<file path="config.mk">
export PLATFORM = sky130hd
export DESIGN_NAME = bsr_chain
export DESIGN_NICKNAME = d
export VERILOG_FILES = /design/src/rtl/bsr_pkg.sv /design/src/rtl/bsr_mode_dec.sv /design/src/rtl/bsr_shift_stage.sv /design/src/rtl/bsr_update_latch.sv /design/src/rtl/bsr_pin_mux.sv /design/src/rtl/bsr_chain.sv
export SDC_FILE = /design/constraint.sdc
export NUM_CORES = 1
export LEC_CHECK = 0
export ABC_AREA = 1
export CORE_ASPECT_RATIO = 0.6
export CORE_MARGIN = 4
export CORE_UTILIZATION = 40
export CTS_CLUSTER_DIAMETER = 200
export DETAILED_ROUTE_END_ITERATION = 10
export HOLD_SLACK_MARGIN = 0.05
export PLACE_DENSITY = 0.64
export SYNTH_ARGS = -nofsm -noshare
export SYNTH_HDL_FRONTEND = slang
export SYNTH_SLANG_ARGS = --single-unit
</file>
<file path="constraint.sdc">
create_clock -name tck -period 1.1 [get_ports tck]
set_input_delay 0.22 -clock tck [delete_from_list [all_inputs] [get_ports tck]]
set_output_delay 0.22 -clock tck [all_outputs]
set_load 0.02 [all_outputs]
</file>
<file path="src/rtl/bsr_pkg.sv">
package bsr_pkg;

  typedef enum logic [2:0] {
    OP_SYSTEM  = 3'd0,
    OP_SAMPLE  = 3'd1,
    OP_EXTEST  = 3'd2,
    OP_INTEST  = 3'd3,
    OP_CLAMP   = 3'd4,
    OP_CLAMPZ  = 3'd5
  } bsr_op_e;

  typedef struct packed {
    logic sel;         // chain in serial path
    logic in_hold;     // input cells capture their own latch
    logic core_force;  // core inputs from latches
    logic pad_force;   // pads from latches
    logic oe_kill;     // all pad enables off
  } bsr_mode_t;

endpackage

</file>
<file path="src/rtl/bsr_mode_dec.sv">
module bsr_mode_dec
  import bsr_pkg::*;
(
  input  logic [2:0] instr,
  output bsr_mode_t  mode
);

  always_comb begin
    mode = '0;
    unique case (instr)
      OP_SAMPLE: mode.sel = 1'b1;
      OP_EXTEST: begin
        mode.sel       = 1'b1;
        mode.pad_force = 1'b1;
      end
      OP_INTEST: begin
        mode.sel        = 1'b1;
        mode.in_hold    = 1'b1;
        mode.core_force = 1'b1;
        mode.pad_force  = 1'b1;
      end
      OP_CLAMP:  mode.pad_force = 1'b1;
      OP_CLAMPZ: begin
        mode.pad_force = 1'b1;
        mode.oe_kill   = 1'b1;
      end
      default: mode = '0;
    endcase
  end

endmodule

</file>
<file path="src/rtl/bsr_shift_stage.sv">
module bsr_shift_stage #(
  parameter int LEN = 10
) (
  input  logic           clk,
  input  logic           rst,
  input  logic           sel,
  input  logic           cap_en,
  input  logic           shift_en,
  input  logic           tdi,
  input  logic [LEN-1:0] cap_val,
  output logic [LEN-1:0] sh
);

  always_ff @(posedge clk) begin
    if (rst) begin
      sh <= '0;
    end else if (sel && cap_en) begin
      sh <= cap_val;
    end else if (sel && shift_en) begin
      sh <= {tdi, sh[LEN-1:1]};
    end
  end

  AST_FROZEN_UNSEL: assert property (@(posedge clk) disable iff (rst)
    !sel |=> $stable(sh));

  AST_SHIFT_STEP: assert property (@(posedge clk) disable iff (rst)
    (sel && shift_en && !cap_en) |=>
      ((sh[LEN-2:0] == $past(sh[LEN-1:1])) && (sh[LEN-1] == $past(tdi))));

endmodule

</file>
<file path="src/rtl/bsr_update_latch.sv">
module bsr_update_latch #(
  parameter int LEN = 10
) (
  input  logic           clk,
  input  logic           rst,
  input  logic           en,
  input  logic [LEN-1:0] d,
  output logic [LEN-1:0] q
);

  always_ff @(negedge clk) begin
    if (rst) begin
      q <= '0;
    end else if (en) begin
      q <= d;
    end
  end

  AST_LATCH_HOLD: assert property (@(negedge clk) disable iff (rst)
    !en |=> $stable(q));

endmodule

</file>
<file path="src/rtl/bsr_pin_mux.sv">
module bsr_pin_mux
  import bsr_pkg::*;
#(
  parameter int N_IN  = 4,
  parameter int N_OUT = 4,
  parameter int N_GRP = 2
) (
  input  bsr_mode_t        mode,
  input  logic [N_IN-1:0]  pad_in,
  input  logic [N_IN-1:0]  upd_in,
  input  logic [N_OUT-1:0] core_out,
  input  logic [N_OUT-1:0] upd_out,
  input  logic [N_GRP-1:0] core_oe,
  input  logic [N_GRP-1:0] upd_ctl,
  output logic [N_IN-1:0]  core_in,
  output logic [N_IN-1:0]  in_cap,
  output logic [N_OUT-1:0] pad_out,
  output logic [N_GRP-1:0] pad_oe
);

  for (genvar i = 0; i < N_IN; i++) begin : g_in_cell
    assign core_in[i] = mode.core_force ? upd_in[i] : pad_in[i];
    assign in_cap[i]  = mode.in_hold    ? upd_in[i] : pad_in[i];
  end

  for (genvar j = 0; j < N_OUT; j++) begin : g_out_cell
    assign pad_out[j] = mode.pad_force ? upd_out[j] : core_out[j];
  end

  for (genvar g = 0; g < N_GRP; g++) begin : g_ctl_cell
    assign pad_oe[g] = mode.oe_kill   ? 1'b0 :
                       mode.pad_force ? upd_ctl[g] : core_oe[g];
  end

endmodule

</file>
<file path="src/rtl/bsr_chain.sv">
module bsr_chain
  import bsr_pkg::*;
#(
  parameter int N_IN  = 4,
  parameter int N_OUT = 4,
  parameter int N_GRP = 2
) (
  input  logic             tck,
  input  logic             rst,
  input  logic [2:0]       instr,
  input  logic             capture_dr,
  input  logic             shift_dr,
  input  logic             update_dr,
  input  logic             tdi,
  output logic             tdo,
  output logic             scan_sel,
  input  logic [N_IN-1:0]  pad_in,
  output logic [N_IN-1:0]  core_in,
  input  logic [N_OUT-1:0] core_out,
  input  logic [N_GRP-1:0] core_oe,
  output logic [N_OUT-1:0] pad_out,
  output logic [N_GRP-1:0] pad_oe
);

  localparam int LEN    = N_IN + N_OUT + N_GRP;
  localparam int OUT_LO = N_IN;
  localparam int CTL_LO = N_IN + N_OUT;

  bsr_mode_t        mode;
  logic [LEN-1:0]   sh;
  logic [LEN-1:0]   upd;
  logic [LEN-1:0]   cap_val;
  logic [N_IN-1:0]  in_cap;

  bsr_mode_dec u_dec (
    .instr (instr),
    .mode  (mode)
  );

  assign cap_val  = {core_oe, core_out, in_cap};
  assign scan_sel = mode.sel;

  bsr_shift_stage #(.LEN(LEN)) u_shift (
    .clk      (tck),
    .rst      (rst),
    .sel      (mode.sel),
    .cap_en   (capture_dr),
    .shift_en (shift_dr),
    .tdi      (tdi),
    .cap_val  (cap_val),
    .sh       (sh)
  );

  bsr_update_latch #(.LEN(LEN)) u_latch (
    .clk (tck),
    .rst (rst),
    .en  (mode.sel && update_dr),
    .d   (sh),
    .q   (upd)
  );

  bsr_pin_mux #(.N_IN(N_IN), .N_OUT(N_OUT), .N_GRP(N_GRP)) u_mux (
    .mode     (mode),
    .pad_in   (pad_in),
    .upd_in   (upd[N_IN-1:0]),
    .core_out (core_out),
    .upd_out  (upd[CTL_LO-1:OUT_LO]),
    .core_oe  (core_oe),
    .upd_ctl  (upd[LEN-1:CTL_LO]),
    .core_in  (core_in),
    .in_cap   (in_cap),
    .pad_out  (pad_out),
    .pad_oe   (pad_oe)
  );

  always_ff @(negedge tck) begin
    if (rst) begin
      tdo <= 1'b0;
    end else begin
      tdo <= mode.sel ? sh[0] : 1'b0;
    end
  end

  AST_TDO_IDLE: assert property (@(negedge tck) disable iff (rst)
    !mode.sel |=> (tdo == 1'b0));

  AST_CLAMPZ_FLOAT: assert property (@(posedge tck) disable iff (rst)
    (instr == OP_CLAMPZ) |-> (pad_oe == '0));

  AST_CLAMP_KEEP: assert property (@(negedge tck) disable iff (rst)
    (instr == OP_CLAMP || instr == OP_CLAMPZ) |=> $stable(pad_out)
      || (instr != OP_CLAMP && instr != OP_CLAMPZ));

endmodule

</file>
==> results of run 1 <==
==> sequential cells by signal, summed over array words and instances, names as in the netlist <==
register,count
u_latch.q,10
u_shift.sh,10
tdo,1
==> per-layer routing <==
| layer | up-vias | global-route usage, % | routed length (µm) |
|---|---|---|---|
| li1 | 806 | - | - |
| met1 | 910 | 34.20 | 2663 |
| met2 | 170 | 45.81 | 3011 |
| met3 | 51 | 6.989 | 748 |
| met4 | 0 | 8.000 | 420 |
| met5 | - | 0 | 0 |
==> final cells by class <==
class	instances	share of cell area, %
Sequential cell	21	16.90
Timing Repair inverter	1	0.2906
Timing Repair Buffer	97	38.21
Tap cell	42	2.034
Inverter	36	5.230
Clock buffer	3	1.598
Multi-Input combinational cell	129	33.80
Clock inverter	12	1.937
==> cell usage in the layout (no fill, tap or decap), drive strengths merged <==
cell           netlist  final
dlymetal6s2s         0      1
clkinv               0      1
inv                 37     47
o31ai                2      2
clkbuf               1      6
nor4                 1      1
or2                  2      2
clkdlybuf4s15        0      1
o21ai                8      8
dlygate4sd2          0      1
nand2               55     59
nand3               22     22
nor2                22     22
dfxtp               21     21
buf                  6     80
clkdlybuf4s50        0     11
a21oi                9      9
clkinvlp             0      1
o211ai               4      4
==> metrics by stage <==
| stage | instances | cell area [µm²] | total power [µW] | hold WS (ps) |
|---|---|---|---|---|
| 4_1_cts | 334 | 2333 | 2301 | 458.8 |
| 6_report | 341 | 2584 | 2568 | 480.7 |
| 5_1_grt | 341 | 2584 | 2688 | 490.4 |
| 2_1_floorplan | 190 | 1280 | 1190 | 429.1 |
| 3_5_place_dp | 287 | 1821 | 1467 | 448.0 |
| 3_3_place_gp | 287 | 1821 | 1455 | 444.4 |
==> timing repair <==
action / 4_1_cts / 5_1_grt
gates resized for setup: 148 / 46
endpoints found under the setup margin: 33 / 33
cloned: 4 / 3
pin swaps: 20 / 18
buffers inserted: 47 / 10
==> kinds of logic (layout without fill, tap and decap cells) <==
kind of cell    after synthesis  in the layout  synth area share [%]
simple gates                102            106                 38.03
buf+inv                      44            149                 16.75
flops                        21             21                 34.53
compound gates               23             23                 10.69
==> tightest hold or removal path: stages, from the launching register on <==
cell and delay, ps:
dfxtp_2 320, inv_2 50, a21oi_1 70
==> final timing paths <==
check | from | to | slack [ps] | depth (start not counted)
worst max register to register | u_latch.q[0] | u_shift.sh[0] | -850 | 9
worst min register to register | u_latch.q[1] | u_latch.q[1] | 480 | 2
worst max-delay path | u_latch.q[0] | u_shift.sh[0] | -850 | 9
worst min-delay path | u_latch.q[1] | u_latch.q[1] | 480 | 2
==> power groups by stage <==
stage               logic (µW)  registers (µW)  clock network, µW
floorplan                  291             832               67.0
global placement           553             835               67.0
detailed placement         564             836               67.0
CTS                        759             826                716
global route               998             840                849
finish                     955             841                772
==> summary.md, run 1 <==
| Metric | Value |
|---|---|
| Status | `finished, violations left` |
| Failing checks | `setup timing` |
| Global route overflow | `0` |
| Number of DRC markers in iteration 0 | `about 250` |
| Yosys warns | `0` |
| Count leader, synth | `nand2_1` |
| Post-synthesis cell count | `190` |
| Clock-pin slew on the worst setup and hold paths | `approximately 100 ps` |
| Lkg Pwr | `0.001284 µW` |
| Slew HR | `around 72%` |
| Setup tns final | `-13,240 ps` |
| Top post-synthesis cells by area | `dfxtp_1 (35%), nand2_1 (16%), inv_1 (11%)` |
| Routability cong. | `0.8731` |
| Chip Width | `slightly below 80 µm` |
| Worst EP arrival | `between 2000 and 2500 ps` |
| Hold WC Path Type | `flop to flop` |
| Worst Tran Pin Value | `~420 ps` |
| Number of diodes | `0` |
| Max-cap violation count | `0` |
| IO Port Bufs | `30` |
| Global-route wire length before repair | `about 8.4 mm` |
| Layout cells sized above 1 | `between 50% and 60%` |
| Die Span Y | `just over 50 µm` |
| Syn_area_per_cell | `~6.4 µm²` |
| Core area | `roughly 2900 µm²` |
| Startpoint types | `flop` |
| Total Routing Usage GR | `~27%` |
| Die footprint | `around 4000 µm²` |
| Max-slew violations | `0` |
| Vias in the first global route | `between 1.5k and 2k` |
| DRC | `0` |
| Synth unique cells | `21` |
| Post-Place Setup Slack | `-1145 ps` |
| Max Root-Sink Buffers | `2` |
| Cell internal pwr | `1597 µW` |
| Initial Util | `about 42%` |
| Post-Syn Nets | `about 210` |
| Cts hold-fix bufs | `0` |
| CTS buffer count | `3` |
| Fin nets | `approximately 320` |
| Register area share after synthesis | `34.53%` |
| Number of fill cells in the layout | `between 100 and 150` |
| Vias | `1,937` |
| Clock network power share | `roughly 30%` |
| Max rail drop VDD | `between 0.0006 and 0.0007 V` |
| Clk sink count | `21` |
| Sequential share of power | `around a third` |
| RSZ-0062 raised after global routing | `yes` |
| HPWL after DPL | `between 2 and 3 mm` |
| Final Util | `between 80% and 90%` |
| Detail Route Antenna Nets | `0` |
| Worst Setup Path Type | `flop to flop` |
| Switching part of the total power | `between 30% and 40%` |
| CP max-delay cell | `dfxtp_2` |
| Routed len/inst | `around 20 µm` |
| Register area | `roughly 440 µm²` |
| Sw power | `about 1000 µW` |
| Footprint of the multi-input gates | `slightly below 900 µm²` |
| Pre-Repair DR Iteration Count | `5` |
| CP cell instances | `inv_2 > nand2_1 > nand2_2 > buf_4 > buf_6 > buf_6 > nor2_2 > nor2_1 > nor2_1` |
| Cell taking the most area after synthesis | `dfxtp_1` |
| Fraction of registers with async set or reset after synthesis | `0%` |
| Number of synthesized flops with an enable pin | `0` |
| Post-Synthesis Cell Area | `1217 µm²` |
| Clock Latency Late Sink | `about 360 ps` |
| Combinational share of power | `between 30% and 40%` |
| Vias per cell | `5.680` |
| Final WS setup | `-845.3 ps` |
| Antenna violations before repair | `0` |
| Commonest cells post-synth | `nand2_1 (52), inv_1 (37), nand3_1 (22), dfxtp_1 (21), nor2_1 (20)` |
| Worst Setup End Kind | `flop` |
| Row count | `15` |
| IO Pins | `31` |
| Critical Path RT | `1300 ps` |
| Root Buffer | `clkbuf_8` |
| Power per cell area | `roughly 990 nW/µm²` |
| H-Tree Depth | `1` |
| Final Hold Fails | `0` |
| Crit path max fanout | `2` |
| Number of synthesized register bits | `21` |
| Final setup viols | `32` |
| Detailed Route WL | `approximately 7 mm` |
| Top Family by Delay on Critical Path | `simple AND/OR/NAND/NOR gates` |
| Top FF cell, synth | `dfxtp_1` |
| Crit path largest cell delay | `320 ps` |
| CTS tree | `done` |
| Largest net degree at the start of global routing | `19` |
| Post-Route Skew | `a little under 90 ps` |
| Synth-to-Final Area Change | `112.2%` |
| Area share of the largest cell type after synthesis | `around a third` |
| WP buf/inv | `4` |
No activity file was read; power rests on OpenSTA's default activity.
==> run 2: changes to the inputs <==
==> constraint.sdc (replaced) <==
create_clock -name tck -period 1.1 [get_ports tck]
set_input_delay 0.33 -clock tck [delete_from_list [all_inputs] [get_ports tck]]
set_output_delay 0.33 -clock tck [all_outputs]
set_load 0.02 [all_outputs]
==> run 2 against run 1 <==
Against the previous run:
- the flow still finishes with violations (setup timing)
- critical path depth down 4
- cell count fell by 0.59%
- critical endpoint is now core_in[3]
- critical path type is now flop to output port
- first-iteration DRC count decreased by 21%
- clock power up 11%
- sequential power hardly changed
- largest cell class unchanged
- core utilization increased by 4.6 points
- hold slack improved by 25 ps
- combinational power grew 8%
- power rose by 6.2%
==> summary.md, run 2 (synthesis gave the netlist of run 1 again) <==
| Metric | Value |
|---|---|
| Core area | `approximately 2900 µm²` |
| Largest net degree at the start of global routing | `18` |
| Placed cell count | `slightly below 300` |
| Biggest regs | `u_latch.q: 10 flops, u_shift.sh: 10 flops, tdo: 1 flops` |
| Max rail drop VDD | `0.001262 V` |
| Lkg Pwr | `0.001319 µW` |
| Setup tns final | `-16,630 ps` |
| Vias per cell | `between 5 and 6` |
| Antenna violations before repair | `0` |
| Number of DRC markers in iteration 0 | `196` |
| Initial Util | `between 40% and 50%` |
| CP Capture Point | `core_in[3]` |
| Root Buffer | `clkbuf_8` |
| Failing checks | `setup timing` |
| HPWL after DPL | `2.624 mm` |
| Max-slew violations | `0` |
| Routability cong. | `~0.89` |
| Final setup viols | `33` |
| CP max-delay cell | `dfxtp_2` |
| DRC | `0` |
| CP cell instances | `inv_2 > nand2_2 > nand2_2 > inv_2 > buf_6` |
| Post-Route Skew | `about 120 ps` |
| Max-cap violation count | `0` |
| Start point of the critical path | `u_latch.q[3]` |
| CTS buffer count | `3` |
| Non-Filler Instances | `around 340` |
| Commonest non-fill, non-tap cell in the layout | `buf_6` |
| IO Pins | `31` |
| Worst r2r src | `u_latch.q[0]` |
| Slew HR | `between 70% and 80%` |
| Cell internal pwr | `about 1600 µW` |
| Worst Setup End Kind | `output port` |
| Crit path max fanout | `2` |
| Final Util | `between 90% and 100%` |
| Detailed Route WL | `between 7 and 8 mm` |
| Pre-Repair DR Iteration Count | `5` |
| Status | `finished, violations left` |
| Clock-pin slew on the worst setup and hold paths | `about 80 ps` |
| Startpoint types | `flop` |
| Worst EP arrival | `around 1700 ps` |
| Combinational share of power | `between 30% and 40%` |
| Die footprint | `roughly 4000 µm²` |
| Layout cells sized above 1 | `approximately 65%` |
| Worst Setup Path Type | `flop to output port` |
| RSZ-0062 raised after global routing | `yes` |
| Worst Tran Pin Value | `342.7 ps` |
| Fin nets | `roughly 320` |
| Global-route wire length before repair | `approximately 10 mm` |
| Critical path depth | `5` |
| Detail Route Antenna Nets | `0` |
| Reg2reg end | `u_shift.sh[0]` |
| Number of diodes | `0` |
| Commonest non-fill, non-tap cells in the layout | `buf_6 (37), buf_4 (33), inv_1 (32)` |
| Clk sink count | `21` |
| Max Root-Sink Buffers | `2` |
| WP buf/inv | `3` |
| Clock network power share | `between 30% and 40%` |
| Final WS setup | `-926.2 ps` |
| Sequential share of power | `between 30% and 40%` |
| Cell count of the worst reg-to-reg path | `8` |
| Switching part of the total power | `between 40 and 50%` |
| Row count | `15` |
| H-Tree Depth | `1` |
| IO Port Bufs | `30` |
| Hold WC Path Type | `flop to flop` |
| CTS tree | `done` |
| Sw power | `between 1000 and 1500 µW` |
| Vias in the first global route | `approximately 1.9k` |
| Crit path largest cell delay | `approximately 340 ps` |
| Synth-to-Final Area Change | `123.2%` |
| Cts hold-fix bufs | `0` |
| Vias | `just under 2k` |
| Critical Path RT | `about 770 ps` |
| Routed len/inst | `roughly 23 µm` |
| Global route overflow | `0` |
| Total Routing Usage GR | `34.76%` |
| Top Family by Delay on Critical Path | `flip-flops` |
| Post-Place Setup Slack | `-1303 ps` |
| Power per cell area | `around 1000 nW/µm²` |
| Die Span Y | `between 50 and 60 µm` |
| FF-to-FF setup slack | `-720 ps` |
| Final Hold Fails | `0` |
| Chip Width | `roughly 80 µm` |
| Clock Latency Late Sink | `around 400 ps` |
[run 2: cell count changes in the layout (fill, tap and decap cells not counted), moves of 3 or more]
cell     delta
nand3_2    +11
buf_16      +3
nor2_4      +5
buf_4       -5
nand3_1     -9
nor2_1      -6
nand2_1    -10
nand2_2     +8
[run 2: layout make-up]
class                   instances  area [µm²]
repair buffers                 95        1001
multi-input cells             129       992.2
clock inverters                12       50.05
inverters                      36       135.1
well taps                      42       52.55
clock buffers                   3       41.29
repair inverters                1       7.507
fillers                        77       172.7
flip-flops and latches         21       437.9
[run 2: worst min path at each step]
stage	from	to	slack, ps	cells past startpoint
after floorplan	u_latch.q[1]	u_latch.q[1]	430	2
after global placement	u_latch.q[3]	u_latch.q[3]	450	2
after detailed placement	u_latch.q[5]	u_latch.q[5]	450	2
after CTS	u_latch.q[5]	u_latch.q[5]	470	2
after global routing	u_latch.q[5]	u_latch.q[5]	510	2
final	u_latch.q[5]	u_latch.q[5]	510	2
[run 2: per-layer routing]
| layer | track usage (%) | share of wire (%) |
|---|---|---|
| met2 | 56.28 | 43 |
| met1 | 42.29 | 36 |
| met5 | 4.286 | 0 |
| met3 | 8.423 | 12 |
| met4 | 18.86 | 8.9 |
[run 2: per-stage QoR]
| step | power [µW] | instance area [µm²] | hold slack (ps) |
|---|---|---|---|
| after global routing | 2783 | 2718 | 513.7 |
| final | 2728 | 2718 | 506.0 |
| after global placement | 1462 | 1839 | 446.0 |
| after floorplan | 1192 | 1284 | 429.1 |
| after detailed placement | 1471 | 1839 | 451.7 |
| after CTS | 2399 | 2561 | 468.4 |
[run 2: power groups by stage]
stage	Sequential (µW)	Combinational, µW	Clock (µW)
floorplan	831	294	67.0
global placement	834	561	67.0
detailed placement	835	569	67.0
CTS	825	859	716
global route	842	1060	879
finish	843	1030	857
[run 2: repair_timing]
action	in CTS	in global routing
cloned	8	0
endpoints found under the setup margin	33	33
resized for setup	175	65
pin swaps	23	29
setup buffers	33	11
[run 2: tightest hold or removal path: stages (launching register included)]
cell and delay, ps:
dfxtp_2 340, nand2_1 80, a21oi_2 60
==> run 3: changes to the inputs <==
--- a/config.mk
+++ b/config.mk
@@ -6,6 +6,7 @@
 export NUM_CORES = 1
 export LEC_CHECK = 0
 export ABC_AREA = 1
+export CAP_MARGIN = 10
 export CORE_ASPECT_RATIO = 0.6
 export CORE_MARGIN = 4
 export CORE_UTILIZATION = 40
@@ -13,6 +14,8 @@
 export DETAILED_ROUTE_END_ITERATION = 10
 export HOLD_SLACK_MARGIN = 0.05
 export PLACE_DENSITY = 0.64
+export SKIP_CTS_REPAIR_TIMING = 1
+export SLEW_MARGIN = 20
 export SYNTH_ARGS = -nofsm -noshare
 export SYNTH_HDL_FRONTEND = slang
 export SYNTH_SLANG_ARGS = --single-unit
==> run 3 against run 2 <==
Against the previous run:
- the flow still finishes with violations (setup timing)
- power fell by 15%
- critical path depth did not move
- global-route usage fell by 16 points
- critical path type unchanged
- largest cell class is now multi-input gates
==> summary.md, run 3 (synthesis gave the netlist of run 1 again) <==
| Metric | Value |
|---|---|
| Vias in the first global route | `between 1k and 1.5k` |
| Clock Latency Late Sink | `340 ps` |
| Max Root-Sink Buffers | `2` |
| Routed len/inst | `about 14 µm` |
| Hold path start | `u_latch.q[1]` |
| Final Hold Fails | `0` |
| Lkg Pwr | `approximately 0.0012 µW` |
| Core area | `roughly 2900 µm²` |
| Hold WC Path Type | `flop to flop` |
| Largest net degree at the start of global routing | `19` |
| Switching part of the total power | `35.63%` |
| Initial Util | `42.12%` |
| Worst Setup Path Type | `flop to output port` |
| Crit path max fanout | `2` |
| Layout cells sized above 1 | `around 55%` |
| Total Routing Usage GR | `18.44%` |
| Global-route wire length before repair | `~5.7 mm` |
| Antenna violations before repair | `0` |
| Reg2reg end | `u_shift.sh[0]` |
| Detail Route Antenna Nets | `0` |
| Startpoint types | `flop` |
| Register area | `436.7 µm²` |
| Status | `finished, violations left` |
| Critical Path RT | `between 700 and 800 ps` |
| Global route overflow | `0` |
| CTS buffer count | `3` |
| Cell internal pwr | `around 1500 µW` |
| Failing checks | `setup timing` |
| Post-Route Skew | `76.96 ps` |
| Worst Tran Pin Value | `approximately 450 ps` |
| Power per cell area | `about 1000 nW/µm²` |
| Die footprint | `around 4000 µm²` |
| Root Buffer | `clkbuf_8` |
| Worst EP arrival | `1580 ps` |
| Number of diodes | `0` |
| IO Port Bufs | `30` |
| Max-cap violation count | `0` |
| IO Pins | `31` |
| Combinational share of power | `about 33%` |
| Fin area | `roughly 2300 µm²` |
| Number of DRC markers in iteration 0 | `67` |
| Max-slew violations | `0` |
| Hold Path Depth | `2` |
| Cell count of the worst reg-to-reg path | `7` |
| Routability cong. | `approximately 0.9` |
| Fin nets | `roughly 300` |
| FF-to-FF setup slack | `-470 ps` |
| Clock network power share | `between 30% and 40%` |
| Vias | `1,533` |
| Final setup viols | `33` |
| Number of fill cells in the layout | `roughly 180` |
| Commonest non-fill, non-tap cell in the layout | `inv_1` |
| Slew HR | `70.07%` |
| Pre-Repair DR Iteration Count | `4` |
| Commonest non-fill, non-tap cells in the layout | `inv_1 (34), buf_4 (30), nand2_1 (29)` |
| Clock-pin slew on the worst setup and hold paths | `50 ps` |
| Clk sink count | `21` |
| Sw power | `822.2 µW` |
| CTS tree | `done` |
| Worst Setup End Kind | `output port` |
| Die Span Y | `~51 µm` |
| DP Area | `about 1800 µm²` |
| Biggest regs | `u_latch.q: 10 flops, u_shift.sh: 10 flops, tdo: 1 flops` |
| Hold worst-path end | `u_latch.q[1]` |
| DRC | `0` |
| Sequential share of power | `36.1%` |
| RSZ-0062 raised after global routing | `yes` |
| Max rail drop VDD | `between 0.0007 and 0.0008 V` |
| Vias per cell | `4.867` |
| Overall power | `around 2300 µW` |
| Chip Width | `roughly 79 µm` |
| Final WS setup | `-814.6 ps` |
| HPWL after DPL | `approximately 2.6 mm` |
| Synth-to-Final Area Change | `90.03%` |
| Worst r2r src | `u_latch.q[0]` |
| Detailed Route WL | `about 4.5 mm` |
| Footprint of the multi-input gates | `880.8 µm²` |
| Row count | `15` |
| H-Tree Depth | `1` |
## run 3: cell types whose count changed in the layout (fill, tap and decap cells not counted), sizes merged
cell / before / now
buf: 80 / 54
dlygate4sd2: 2 / 0
nand2: 59 / 58
dlymetal6s2s: 0 / 4
clkbuf: 3 / 6
clkdlybuf4s15: 2 / 0
## run 3: layer usage
| metal | up-vias | routed length (µm) | global-route usage (%) | share of wire (%) |
|---|---|---|---|---|
| li1 | 756 | - | - | - |
| met3 | 8 | 252 | 4.480 | 5.5 |
| met5 | - | 0 | 0 | 0 |
| met4 | 0 | 44 | 3.429 | 0.97 |
| met2 | 49 | 2165 | 27.93 | 48 |
| met1 | 720 | 2078 | 26.57 | 46 |
## run 3: layout make-up
| type | count | share of cell area, % |
|---|---|---|
| multi-input cells | 128 | 38.07 |
| repair buffers | 72 | 30.77 |
| flip-flops and latches | 21 | 18.88 |
| inverters | 36 | 5.841 |
| well taps | 42 | 2.271 |
| clock inverters | 12 | 2.163 |
| clock buffers | 3 | 1.785 |
| repair inverters | 1 | 0.2163 |
## run 3: power groups by stage
stage,clock network (µW),logic (µW),registers (µW)
after detailed placement,67.0,569,835
after floorplan,67.0,294,831
after CTS,716,574,821
after global routing,793,810,835
final,720,754,833
after global placement,67.0,561,834
## run 3: critical path: stages (launching register included)
cell and delay, ps:
dfxtp_1 300, inv_1 70, nand2_1 70, nand2_2 100, inv_2 40, buf_6 120
## run 3: worst max path at each step
stage / start / end / slack (ps) / cells past startpoint
floorplan: instr[0] / u_latch.q[0] / -440 / 6
global placement: instr[1] / pad_oe[1] / -1270 / 6
detailed placement: instr[1] / pad_oe[1] / -1300 / 6
CTS: instr[1] / pad_oe[1] / -1310 / 6
global route: u_latch.q[0] / core_in[0] / -880 / 5
finish: u_latch.q[0] / core_in[0] / -810 / 5
## run 3: through the flow
step | TNS, ps | cells | hold WS (ps) | worst slack (ps) | util [%]
finish | -14280 | 315 | 463.6 | -814.6 | 80.04
global route | -15620 | 315 | 470.1 | -882.5 | 80.04
CTS | -28020 | 303 | 458.7 | -1311 | 66.67
detailed placement | -33740 | 289 | 451.7 | -1303 | 63.64
global placement | -33120 | 289 | 446.0 | -1266 | 63.64
floorplan | -7859 | 190 | 429.1 | -443.0 | -
